`src/rtl/alu8_pkg.sv`:
```
package alu8_pkg;

   localparam int NFLAG = 6;
   localparam int FZ = 0;
   localparam int FC = 1;
   localparam int FN = 2;
   localparam int FV = 3;
   localparam int FH = 4;
   localparam int FS = 5;

   localparam logic [NFLAG-1:0] MASK_ARITH = 6'b011111;
   localparam logic [NFLAG-1:0] MASK_LOGIC = 6'b001101;
   localparam logic [NFLAG-1:0] MASK_INV   = 6'b001111;
   localparam logic [NFLAG-1:0] MASK_WORD  = 6'b101111;

   typedef enum logic [3:0] {
      OP_ADD  = 4'h0,
      OP_ADC  = 4'h1,
      OP_SUB  = 4'h2,
      OP_SBC  = 4'h3,
      OP_AND  = 4'h4,
      OP_OR   = 4'h5,
      OP_XOR  = 4'h6,
      OP_INV  = 4'h7,
      OP_NEG  = 4'h8,
      OP_WADD = 4'h9,
      OP_WSUB = 4'hA
   } alu_op_e;

endpackage

```
`src/rtl/alu8_addsub.sv`:
```
module alu8_addsub #(
   parameter int W = 8
) (
   input  logic [W-1:0] a,
   input  logic [W-1:0] b,
   input  logic         cin,
   input  logic         sub,
   output logic [W-1:0] sum,
   output logic         cout,
   output logic         hout,
   output logic         vout
);
   localparam int HB = 4;

   logic [W-1:0] b_eff;
   logic         c_eff;
   logic [W:0]   full;
   logic         c_into_msb;
   logic         c_into_hb;

   assign b_eff = sub ? ~b : b;
   assign c_eff = sub ? ~cin : cin;
   assign full  = {1'b0, a} + {1'b0, b_eff} + {{W{1'b0}}, c_eff};
   assign sum   = full[W-1:0];

   assign c_into_msb = a[W-1] ^ b_eff[W-1] ^ full[W-1];
   assign c_into_hb  = a[HB] ^ b_eff[HB] ^ full[HB];

   assign cout = sub ? ~full[W] : full[W];
   assign hout = sub ? ~c_into_hb : c_into_hb;
   assign vout = c_into_msb ^ full[W];
endmodule

```
`src/rtl/alu8_logic.sv`:
```
module alu8_logic #(
   parameter int W = 8
) (
   input  logic [W-1:0] a,
   input  logic [W-1:0] b,
   input  logic [1:0]   sel,
   output logic [W-1:0] y
);
   always_comb begin
      case (sel)
         2'd1:    y = a | b;
         2'd2:    y = a ^ b;
         default: y = a & b;
      endcase
   end
endmodule

```
`src/rtl/alu8_flags.sv`:
```
module alu8_flags
   import alu8_pkg::*;
#(
   parameter int DATA_W  = 8,
   parameter bit CHAIN_Z = 1'b1
) (
   input  logic              clk,
   input  logic              rst_n,
   input  logic              start,
   input  logic [3:0]        op,
   input  logic              use_imm,
   input  logic [DATA_W-1:0] rd,
   input  logic [DATA_W-1:0] rr,
   input  logic [DATA_W-1:0] imm,
   input  logic [DATA_W-1:0] rd_hi,
   input  logic [NFLAG-1:0]  flags_in,
   output logic [DATA_W-1:0] res,
   output logic [DATA_W-1:0] res_hi,
   output logic [NFLAG-1:0]  flags_out,
   output logic [NFLAG-1:0]  flag_we,
   output logic              busy,
   output logic              done
);
   localparam int MSB = DATA_W - 1;

   if (DATA_W < 5) begin : g_width_bad
      $error("alu8_flags: DATA_W must be at least 5");
   end

   alu_op_e opc;
   assign opc = alu_op_e'(op);

   logic              accept, is_word;
   logic [DATA_W-1:0] b_sel, ad_a, ad_b, ad_s, lg_y;
   logic              ad_cin, ad_sub, ad_c, ad_h, ad_v, zero_s, sbc_z;

   logic [DATA_W-1:0] lo_q, hi_q;
   logic              carry_q, wsub_q, lo_zero_q;
   logic [NFLAG-1:0]  base_q;

   logic [DATA_W-1:0] n_res;
   logic [NFLAG-1:0]  n_flg, n_we, w_flg;

   assign accept  = start && !busy;
   assign is_word = (opc == OP_WADD) || (opc == OP_WSUB);
   assign b_sel   = use_imm ? imm : rr;
   assign zero_s  = (ad_s == '0);

   // operand steering for the shared adder
   always_comb begin
      ad_a   = rd;
      ad_b   = b_sel;
      ad_cin = 1'b0;
      ad_sub = 1'b0;
      if (busy) begin
         ad_a   = hi_q;
         ad_b   = '0;
         ad_cin = carry_q;
         ad_sub = wsub_q;
      end else begin
         case (opc)
            OP_ADC:  ad_cin = flags_in[FC];
            OP_SUB:  ad_sub = 1'b1;
            OP_SBC:  begin ad_sub = 1'b1; ad_cin = flags_in[FC]; end
            OP_NEG:  begin ad_a = '0; ad_b = rd; ad_sub = 1'b1; end
            OP_WADD: ad_b = imm;
            OP_WSUB: begin ad_b = imm; ad_sub = 1'b1; end
            default: ;
         endcase
      end
   end

   alu8_addsub #(.W(DATA_W)) u_add (
      .a(ad_a), .b(ad_b), .cin(ad_cin), .sub(ad_sub),
      .sum(ad_s), .cout(ad_c), .hout(ad_h), .vout(ad_v)
   );

   alu8_logic #(.W(DATA_W)) u_lgc (
      .a(rd), .b(b_sel), .sel(op[1:0]), .y(lg_y)
   );

   // zero flag of the borrow-chained subtract: variant chosen by parameter
   if (CHAIN_Z) begin : g_zchain
      assign sbc_z = zero_s & flags_in[FZ];
   end else begin : g_zplain
      assign sbc_z = zero_s;
   end

   // byte-operation result and flags
   always_comb begin
      n_res = '0;
      n_we  = '0;
      n_flg = flags_in;
      case (opc)
         OP_ADD, OP_ADC, OP_SUB, OP_SBC, OP_NEG: begin
            n_res     = ad_s;
            n_we      = MASK_ARITH;
            n_flg[FZ] = (opc == OP_SBC) ? sbc_z : zero_s;
            n_flg[FC] = ad_c;
            n_flg[FN] = ad_s[MSB];
            n_flg[FV] = ad_v;
            n_flg[FH] = ad_h;
         end
         OP_AND, OP_OR, OP_XOR: begin
            n_res     = lg_y;
            n_we      = MASK_LOGIC;
            n_flg[FZ] = (lg_y == '0);
            n_flg[FN] = lg_y[MSB];
            n_flg[FV] = 1'b0;
         end
         OP_INV: begin
            n_res     = ~rd;
            n_we      = MASK_INV;
            n_flg[FZ] = (rd == '1);
            n_flg[FC] = 1'b1;
            n_flg[FN] = ~rd[MSB];
            n_flg[FV] = 1'b0;
         end
         default: ;
      endcase
   end

   // word-operation flags formed in the high-byte cycle
   always_comb begin
      w_flg     = base_q;
      w_flg[FZ] = lo_zero_q & zero_s;
      w_flg[FC] = ad_c;
      w_flg[FN] = ad_s[MSB];
      w_flg[FV] = ad_v;
      w_flg[FS] = ad_s[MSB] ^ ad_v;
   end

   always_ff @(posedge clk or negedge rst_n) begin
      if (!rst_n) begin
         busy      <= 1'b0;
         done      <= 1'b0;
         res       <= '0;
         res_hi    <= '0;
         flags_out <= '0;
         flag_we   <= '0;
         lo_q      <= '0;
         hi_q      <= '0;
         carry_q   <= 1'b0;
         wsub_q    <= 1'b0;
         lo_zero_q <= 1'b0;
         base_q    <= '0;
      end else if (accept && is_word) begin
         busy      <= 1'b1;
         done      <= 1'b0;
         lo_q      <= ad_s;
         hi_q      <= rd_hi;
         carry_q   <= ad_c;
         wsub_q    <= ad_sub;
         lo_zero_q <= zero_s;
         base_q    <= flags_in;
      end else if (accept) begin
         done      <= 1'b1;
         res       <= n_res;
         res_hi    <= '0;
         flags_out <= n_flg;
         flag_we   <= n_we;
      end else if (busy) begin
         busy      <= 1'b0;
         done      <= 1'b1;
         res       <= lo_q;
         res_hi    <= ad_s;
         flags_out <= w_flg;
         flag_we   <= MASK_WORD;
      end else begin
         done      <= 1'b0;
      end
   end
endmodule

```
`config.mk`:
```
export PLATFORM = sky130hd
export DESIGN_NAME = alu8_flags
export DESIGN_NICKNAME = d
export VERILOG_FILES = /design/src/rtl/alu8_pkg.sv /design/src/rtl/alu8_addsub.sv /design/src/rtl/alu8_logic.sv /design/src/rtl/alu8_flags.sv
export SDC_FILE = /design/constraint.sdc
export NUM_CORES = 1
export LEC_CHECK = 0
export BUFFER_PORTS_ARGS = -buffer_cell sky130_fd_sc_hd__buf_2
export CORE_MARGIN = 1
export CORE_UTILIZATION = 45
export DETAILED_ROUTE_END_ITERATION = 8
export HOLD_SLACK_MARGIN = 0.08
export PLACE_DENSITY_LB_ADDON = 0.2
export SYNTH_ARGS = -nofsm -noshare
export SYNTH_HDL_FRONTEND = slang
export SYNTH_SLANG_ARGS = --single-unit
```
`constraint.sdc`:
```
create_clock -name clk -period 4.3 [get_ports clk]
set_input_delay 0.43 -clock clk [delete_from_list [all_inputs] [get_ports clk]]
set_output_delay 0.43 -clock clk [all_outputs]
set_load 0.02 [all_outputs]
```
# Word level (Yosys, flattened, before mapping)

Cells that the tools add are included.
W data, S select, Z words.

Reduce and logical (&&, ||, !) cells: 14
Bitwise gates (word level): 18
Multiplexer cells: 34
$add $sub $neg: 2
Eq/ne operators: 14

Operator list:

| operator             | count |
|---|---|
| $mux W8              | 9 |
| $pmux W8 S2          | 2 |
| $mux W6              | 4 |
| $pmux W8 S3          | 1 |
| $eq A4 B3 Y1 const B | 4 |
| $logic_not A8 Y1     | 2 |
| $not A8 Y8           | 2 |
| $pmux W5 S3          | 1 |
| $mux W1              | 14 |
| $eq A4 B4 Y1 const B | 3 |
| $add A8 B8 Y9        | 1 |
| $add A9 B1 Y9        | 1 |
| $and A8 B8 Y8        | 1 |
| $eq A4 B2 Y1 const B | 2 |
| $eq A8 B8 Y1 const B | 1 |
| $or A8 B8 Y8         | 1 |
| $xor A8 B8 Y8        | 1 |
| $pmux W2 S3          | 1 |
| $xor A1 B1 Y1        | 6 |
| $not A1 Y1           | 5 |
| $reduce_or A5 Y1     | 1 |
| $eq A4 B1 Y1 const B | 1 |
| $logic_not A4 Y1     | 1 |
| $reduce_or A2 Y1     | 2 |
| 13 further kinds     | 15 |

Bits in registers: 54
Logic and storage cells: 94
Input bits: 46
Output and inout port bits: 30

# Longest topological paths before layout

Gate-level depths: netlist of the first run.

Word-level depth: 13
Depth in mapped cells: 18
Gate-level depth less buffers: 17

# Modules after synthesis

Synthesis of the first run repeated with hierarchy kept, for this count alone.

Cells, all modules: 404
Area total of the unflattened synthesis: 3,692.3 um^2

Modules (own cells, without submodules):

| module      | cells each | area an instance (um^2) | instances | seq. area each (um^2) |
|---|---|---|---|---|
| alu8_flags  | 272        | 2,727.6                 | 1         | 1,201.2 |
| alu8_addsub | 62         | 483.0                   | 1         | 0.0 |
| alu8_logic  | 70         | 481.7                   | 1         | 0.0 |

# Worst setup path before layout of the first run

OpenSTA, ideal clock, no wires.

Path type: input to register
Start point: input port op[3]
End point: register lo_zero_q
Data required time: 4.190 ns
Library setup time: 0.110 ns
Stages on the path: 17
Buffers on the path: 3
Setup slack: 0.274 ns
Arrival time: 3.916 ns
Cells stage by stage: clkbuf_1 > nor2b_1 > and2_1 > clkbuf_1 > or2_1 > clkbuf_1 > a2bb2oi_1 > xor2_1 > mux2i_1 > fa_1 > inv_1 > fa_1 > a211oi_1 > nor2_1 > xor2_1 > or4_4 > o41ai_1

Longest elaborated chain between the ends: 9

RTL lines:

| what                       | RTL line                           | text |
|---|---|---|
| start, declared            | alu8_flags.sv:10                   | `input logic [3:0] op,` |
| $eq A4 B4 Y1               | alu8_flags.sv:45, alu8_flags.sv:61 |  |
| $reduce_or A2 Y1 (no line) | -                                  |  |
| $pmux W8 S2                | alu8_flags.sv:61                   | `case (opc)` |
| $mux W8                    | alu8_flags.sv:55                   | `if (busy) begin` |
| $not A8 Y8                 | alu8_addsub.sv:21                  | `assign b_eff = sub ? ~b : b;` |
| $mux W8                    | alu8_addsub.sv:21                  |  |
| $add A8 B8 Y9              | alu8_addsub.sv:23                  | `assign full = {1'b0, a} + {1'b0, b_eff} + {{W{1'b0}}, c_eff};` |
| $add A9 B1 Y9              | alu8_addsub.sv:23                  |  |
| $logic_not A8 Y1           | alu8_flags.sv:47                   | `assign zero_s = (ad_s == '0);` |
| end signal, assigned       | alu8_flags.sv:154                  | `lo_zero_q <= zero_s;` |
| end, declared              | alu8_flags.sv:38                   | `logic carry_q, wsub_q, lo_zero_q;` |

Parallel ways exist; a longest one is shown, timed or not.
A chain may end at the register's enable or synchronous reset.

# Worst setup path in the final report of the first run

Start point: input port op[0]
End point: register flags_out[0]

Longest elaborated chain between the ends: 13

RTL lines:

| what                       | RTL line                           | text |
|---|---|---|
| $eq A4 B4 Y1               | alu8_flags.sv:45, alu8_flags.sv:61 |  |
| $reduce_or A2 Y1 (no line) | -                                  |  |
| $pmux W8 S2                | alu8_flags.sv:61                   |  |
| $mux W8                    | alu8_flags.sv:55                   |  |
| $not A8 Y8                 | alu8_addsub.sv:21                  |  |
| $mux W8                    | alu8_addsub.sv:21                  |  |
| $add A8 B8 Y9              | alu8_addsub.sv:23                  |  |
| $add A9 B1 Y9              | alu8_addsub.sv:23                  |  |
| $logic_not A8 Y1           | alu8_flags.sv:47                   |  |
| $and A1 B1 Y1              | alu8_flags.sv:84                   | `assign sbc_z = zero_s & flags_in[FZ];` |
| $mux W1                    | alu8_flags.sv:98                   | `n_flg[FZ] = (opc == OP_SBC) ? sbc_z : zero_s;` |
| $pmux W1 S3                | alu8_flags.sv:94                   | `case (opc)` |
| $mux W6                    | alu8_flags.sv:156                  | `end else if (accept) begin` |
| end signal, assigned       | alu8_flags.sv:160                  | `flags_out <= n_flg;` |
| end signal, assigned       | alu8_flags.sv:167                  | `flags_out <= w_flg;` |
| end, declared              | alu8_flags.sv:19                   | `output logic [NFLAG-1:0] flags_out,` |

Parallel ways exist; a longest one is shown, timed or not. The select of a mux whose other input is x is not followed.

==> results of run 1 <==
-- worst paths after layout --
| kind | start | to | slack, ns | cells after the start |
|---|---|---|---|---|
| worst max-delay path | op[0] | flags_out[0] | 0.52 | 17 |
| worst min-delay path | rst_n | flags_out[3] | 0.21 | 2 |
| worst max register to register | busy | flags_out[0] | 0.94 | 11 |
| worst min register to register | hi_q[2] | hi_q[2] | 0.48 | 2 |
| max in group asynchronous | rst_n | hi_q[1] | 3.67 | 2 |
| min in group clk | rd_hi[7] | hi_q[7] | 0.32 | 3 |
-- kinds of logic after synthesis --
kind of cell               synth area share, %
and+or+nand+nor                           20.9
AOI/OAI and AO/OA                         21.4
buffers and inverters                     5.72
DFF                                       33.1
adders and majority gates                 10.4
xor gates and xnor gates                  4.31
muxes                                     4.14
-- worst reg2reg max path: cells and delay by family (launching register included) --
family,cells,cell delay (ns)
buf+inv,2,0.29
xor+xnor,2,0.40
fa+ha+maj,2,0.59
compound gates,3,0.85
simple gates,2,0.71
flops,1,0.41
-- flip-flops by register name, indices dropped and copies added (netlist names) --
name / flops
base_q: 1
busy: 1
carry_q: 1
done: 1
flag_we: 4
flags_out: 6
hi_q: 8
lo_q: 8
lo_zero_q: 1
res: 8
res_hi: 8
wsub_q: 1
-- power by group through the flow --
stage	sequential, uW	clock, uW	combinational, uW
2_1_floorplan	634	0	375
3_3_place_gp	594	0	605
3_5_place_dp	599	0	610
4_1_cts	590	397	614
5_1_grt	601	414	688
6_report	589	389	618
-- layout by cell type, fill, tap and decap left out, types with 14 or more instances in the layout --
cell type	Yosys	routed
a21oi_1	20	20
mux2i_1	15	15
ha_1	27	27
buf_2	1	75
inv_1	27	27
dfrtp_1	48	48
o21ai_0	34	34
buf_4	2	14
nor2_1	34	34
nand2_1	95	95
-- cell type report --
class	instances	area (sq um)	share of cell area, %
Tap cell	102	128	2.99
Clock buffer	5	68.8	1.61
Timing Repair Buffer	89	480	11.3
Multi-Input combinational cell	353	2220	52.0
Inverter	27	101	2.37
Sequential cell	48	1200	28.1
Clock inverter	3	68.8	1.61
-- metal layers --
layer,up-vias,share of wire (%),global-route usage (%)
met5,-,0,0
met4,0,2.4,6.77
met3,21,4.9,3.73
met2,120,47,42.7
met1,1601,45,34.3
li1,1705,-,-
-- metrics by stage --
step / std cells / cell area, sq um / power [uW]
2_1_floorplan: 454 / 3630 / 1010
3_3_place_gp: 619 / 4130 / 1200
3_5_place_dp: 619 / 4130 / 1210
4_1_cts: 627 / 4270 / 1600
5_1_grt: 627 / 4270 / 1700
6_report: 627 / 4270 / 1600
==> impl_metrics.ini, run 1 <==
[synth]
synthTopCellsByCount = 95 x nand2_1, 48 x dfrtp_1, 34 x nor2_1, 34 x o21ai_0
synthDominantCellAreaShare_pct = 33.1
synth_most_common_cell = nand2_1
synth_cells = 454
ys_ff_latch = 48
avgSynthCellArea_sq_um = 7.99
syn_area_sq_um = 3630
yosys-top-cells-area = dfrtp_1 33%, nand2_1 9.8%, ha_1 9.3%
async_flop_share_pct = 100
synth_edf_count = 0
synth_area_leader_cell = dfrtp_1
synth_top_flop_cell = dfrtp_1
ys_warn_count = 0
yosysUniqueCellTypes = 53
syn_nets = 529
yosysSeqAreaShare_pct = 33.1

[floorplanning]
std_cell_rows = 32
coreArea_sq_um = 7770
die_h_um = 91.8
io_pins = 76
fp.dieW_um = 91.8
initial_utilization_pct = 46.7
dieArea_sq_um = 8430

[drt]
ant_nets = 0
drtIter0Drc = 166
routedWlPerCell_um = 16.1
vias = 3447
via_per_inst = 5.50
drc = 0
routed_wirelength_mm = 10.1
firstDrtPassIters = 4

[final_layout]
fin_nets = 599
n_antenna_cell = 0
area_growth_pct = 17.6
drive_gt1_share_pct = 20.2
final_core_util_pct = 54.9
fillers = 763

[pwr]
combinationalPowerShare_pct = 38.7
p_seq_share_pct = 36.9
p_int_uw = 1010
powerDensity_nw_per_um2 = 374
p_leak_uw = 0.00210
clkPwrFrac_pct = 24.4
peakVddDrop_mv = 0.224
p_switching_uw = 588
swShare_pct = 36.8

[global_route]
grt_overflow_total = 0
grt_max_degree = 49
grt_pass1_vias = 3298
grt_first_pass_wirelength_mm = 16.8
grt_antenna_before_repair = 0
grt_usage_pct = 25.4

[status]
status = completed

[cts]
cts_setup_buffers = 0
clock_sinks = 48
htree_levels = 2
cts.path.max_buffers = 2
ctsResizeCount = 0
cts_tree = built
clk_latency_ns = 0.30
root_buffer = clkbuf_8
clk_pin_slew_worst_paths_ns = 0.10
postCtsHoldBufs = 0
cts_buffers = 5

[setup_path]
crit_family = compound AO/OA/AOI/OAI gates
slowest_stage = or4_4
cpPeakStageDelay_ns = 0.56
crit_buf_inv = 4
arrival_ns = 3.98
crit_path_end_kind = register
path_cells = buf_2 -> inv_1 -> ha_1 -> buf_4 -> o21ai_0 -> o21ai_0 -> a2bb2oi_1 -> xor2_1 -> mux2i_1 -> fa_1 -> inv_1 -> fa_1 -> a211oi_1 -> nor2_1 -> xor2_1 -> or4_4 -> o41ai_1
critPathLaunchType = input pin
crit_fanout = 12
path_class = input pin to register
critPathRequiredTime_ns = 4.50

[place]
dp_slack_ns = 0.246
place_congestion = 0.954
dp_hpwl_mm = 7.77
port_buffers = 75

[timing]
max_freq_mhz = 264
post-route-period-util_pct = 87.9
timing.final.crit_period_ns = 3.78
worst_clock_skew_ns = 0.0163
finalMaxSlewViolations = 0
timing.final.hold_violations = 0
slew_headroom_pct = 45.9
rsz0062_at_grt = no
setup_viol = 0
holdWs_ns = 0.211
tns_ns = 0
worst_pin_slew_ns = 0.808
setup_ws_ns = 0.519

[run]
cap_violations = 0

[hold_path]
min_path_type = input pin to async pin
Power figures use the tool's default switching activity.
==> inputs of run 2 (changes only) <==
--- a/config.mk
+++ b/config.mk
@@ -5,6 +5,7 @@
 export SDC_FILE = /design/constraint.sdc
 export NUM_CORES = 1
 export LEC_CHECK = 0
+export ABC_AREA = 1
 export BUFFER_PORTS_ARGS = -buffer_cell sky130_fd_sc_hd__buf_2
 export CORE_MARGIN = 1
 export CORE_UTILIZATION = 45
==> impl_metrics.ini, run 2 <==
[synth]
synthTopCellsByCount = 157 x nand2_1, 66 x inv_1, 56 x o21ai_0
ys_ff_latch = 48
avgSynthCellArea_sq_um = 6.83
synth_area_leader_cell = dfrtp_1
yosysUniqueCellTypes = 38
syn_area_sq_um = 3770
synth_cells = 552
async_flop_share_pct = 100
synth_top_flop_cell = dfrtp_1
yosys-top-cells-area = dfrtp_1 32%, nand2_1 16%, ha_1 9.0%
synth_most_common_cell = nand2_1
synthDominantCellAreaShare_pct = 31.9
syn_nets = 627
yosysSeqAreaShare_pct = 31.9
ys_warn_count = 0
synth_edf_count = 0

[timing]
post-route-period-util_pct = 81.8
timing.final.crit_period_ns = 3.52
worst_pin_slew_ns = 1.07
timing.final.hold_violations = 0
finalMaxSlewViolations = 0
tns_ns = 0
max_freq_mhz = 284
slew_headroom_pct = 28.8
holdWs_ns = 0.305
worst_clock_skew_ns = 0.0118
setup_viol = 0
rsz0062_at_grt = no

[global_route]
grt_first_pass_wirelength_mm = 17.4
grt_overflow_total = 0
grt_usage_pct = 25.9
grt_pass1_vias = 3465
grt_max_degree = 49
grt_antenna_before_repair = 0

[floorplanning]
die_h_um = 93.5
io_pins = 76
coreArea_sq_um = 8180
std_cell_rows = 33
initial_utilization_pct = 46.1
dieArea_sq_um = 8750
fp.dieW_um = 93.5

[final_layout]
mostFrequentLayoutCells = 157 x nand2_1, 75 x buf_2, 66 x inv_1
final_common_cell = nand2_1
final_area_sq_um = 4310
regArea_sq_um = 1200
drive_gt1_share_pct = 19.4
multi_input_area_sq_um = 2180
n_antenna_cell = 0
final_core_util_pct = 52.7
fin_nets = 692
area_growth_pct = 14.4
fillers = 835

[cts]
cts_tree = built
clk_latency_ns = 0.31
ctsResizeCount = 0
postCtsHoldBufs = 0
cts_buffers = 5
clock_sinks = 48
cts_setup_buffers = 0
htree_levels = 2
cts.path.max_buffers = 2
root_buffer = clkbuf_8
clk_pin_slew_worst_paths_ns = 0.10

[place]
placed_area_sq_um = 4200
place_congestion = 0.967
port_buffers = 75
dp_hpwl_mm = 8.25

[setup_path]
r2r_slack_ns = 0.93
crit_path_end_kind = register
arrival_ns = 3.76
path_class = input pin to register
critPathRequiredTime_ns = 4.54
critPathLaunchType = input pin
crit_fanout = 11

[pwr]
p_int_uw = 916
clkPwrFrac_pct = 22.4
p_total_uw = 1530
combinationalPowerShare_pct = 39.4
powerDensity_nw_per_um2 = 355
swShare_pct = 40.1
p_leak_uw = 0.00237
peakVddDrop_mv = 0.224
p_switching_uw = 613
p_seq_share_pct = 38.2

[drt]
routedWlPerCell_um = 14.7
routed_wirelength_mm = 10.6
drc = 0
ant_nets = 0
vias = 3796
firstDrtPassIters = 6
drtIter0Drc = 232
via_per_inst = 5.25

[run]
cap_violations = 0

[hold_path]
min_path_type = input pin to async pin

[status]
status = completed
[run 2: changes by cell type after synthesis, sizes merged, moves of 10 or more]
cell,before,now
o21ai,41,65
nand3,3,38
nor2,34,54
mux2i,15,0
nand2,95,164
inv,27,73
xnor2,12,0
buf,4,16
a22oi,13,1
nand2b,10,0
clkbuf,22,5
[run 2: final timing paths]
check | start | end | cells past startpoint
setup / recovery | op[0] | flags_out[0] | 21
hold / removal | rst_n | res[3] | 1
setup reg to reg | busy | flags_out[0] | 17
hold reg to reg | lo_q[2] | lo_q[2] | 2
max in group asynchronous | rst_n | wsub_q | 1
min in group clk | rd_hi[7] | hi_q[7] | 3
[run 2: cell type report]
class                      count  share of cell area [%]
multi-input combinational    410                    50.6
sequential                    48                    27.9
timing repair buffer          79                    9.40
inverter                      73                    6.42
tap                          105                    3.05
clock buffer                   5                    1.60
clock inverter                 3                    1.07
[run 2: power by group through the flow]
stage          logic [uW]  clock network, uW  registers (uW)
2_1_floorplan         373                  0             633
3_3_place_gp          594                  0             591
3_5_place_dp          600                  0             594
4_1_cts               601                347             585
5_1_grt               685                359             597
6_report              603                342             584
[run 2: logic make-up (layout without fill, tap and decap cells)]
logic type	after synthesis	count (layout)	synth area share, %
compound gates	110	110	16.2
simple gates	268	268	31.0
fa+ha+maj	29	29	10.0
xor+xnor	3	3	0.697
flops	48	48	31.9
buf+inv	94	160	10.3
[run 2: critical path, cell delays in order]
cell,delay [ns]
buf_2,0.10
inv_1,0.06
ha_1,0.33
or2_4,0.31
nand2_4,0.13
nand2_1,0.19
nor2_1,0.14
o21ai_1,0.10
xor2_1,0.18
fa_1,0.38
inv_1,0.12
fa_1,0.44
inv_1,0.10
nand2_1,0.05
nor2_1,0.10
nand3_1,0.10
nor2_1,0.16
nand3_1,0.08
nand2_1,0.06
nand2_1,0.06
a21oi_2,0.13
[run 2: per-stage QoR]
step,cells,setup WS (ns)
after floorplan,552,1.09
after global placement,715,0.574
after detailed placement,715,0.502
after CTS,723,0.805
after global routing,723,0.452
final,723,0.783
[run 2: layer usage]
metal  vias up  GRT usage (%)  share of wire (%)
li1       1902              -                  -
met1      1754           35.4                 46
met2       122           43.1                 47
met3        18           3.90                5.5
met4         0           6.15                1.3
met5         -              0                  0
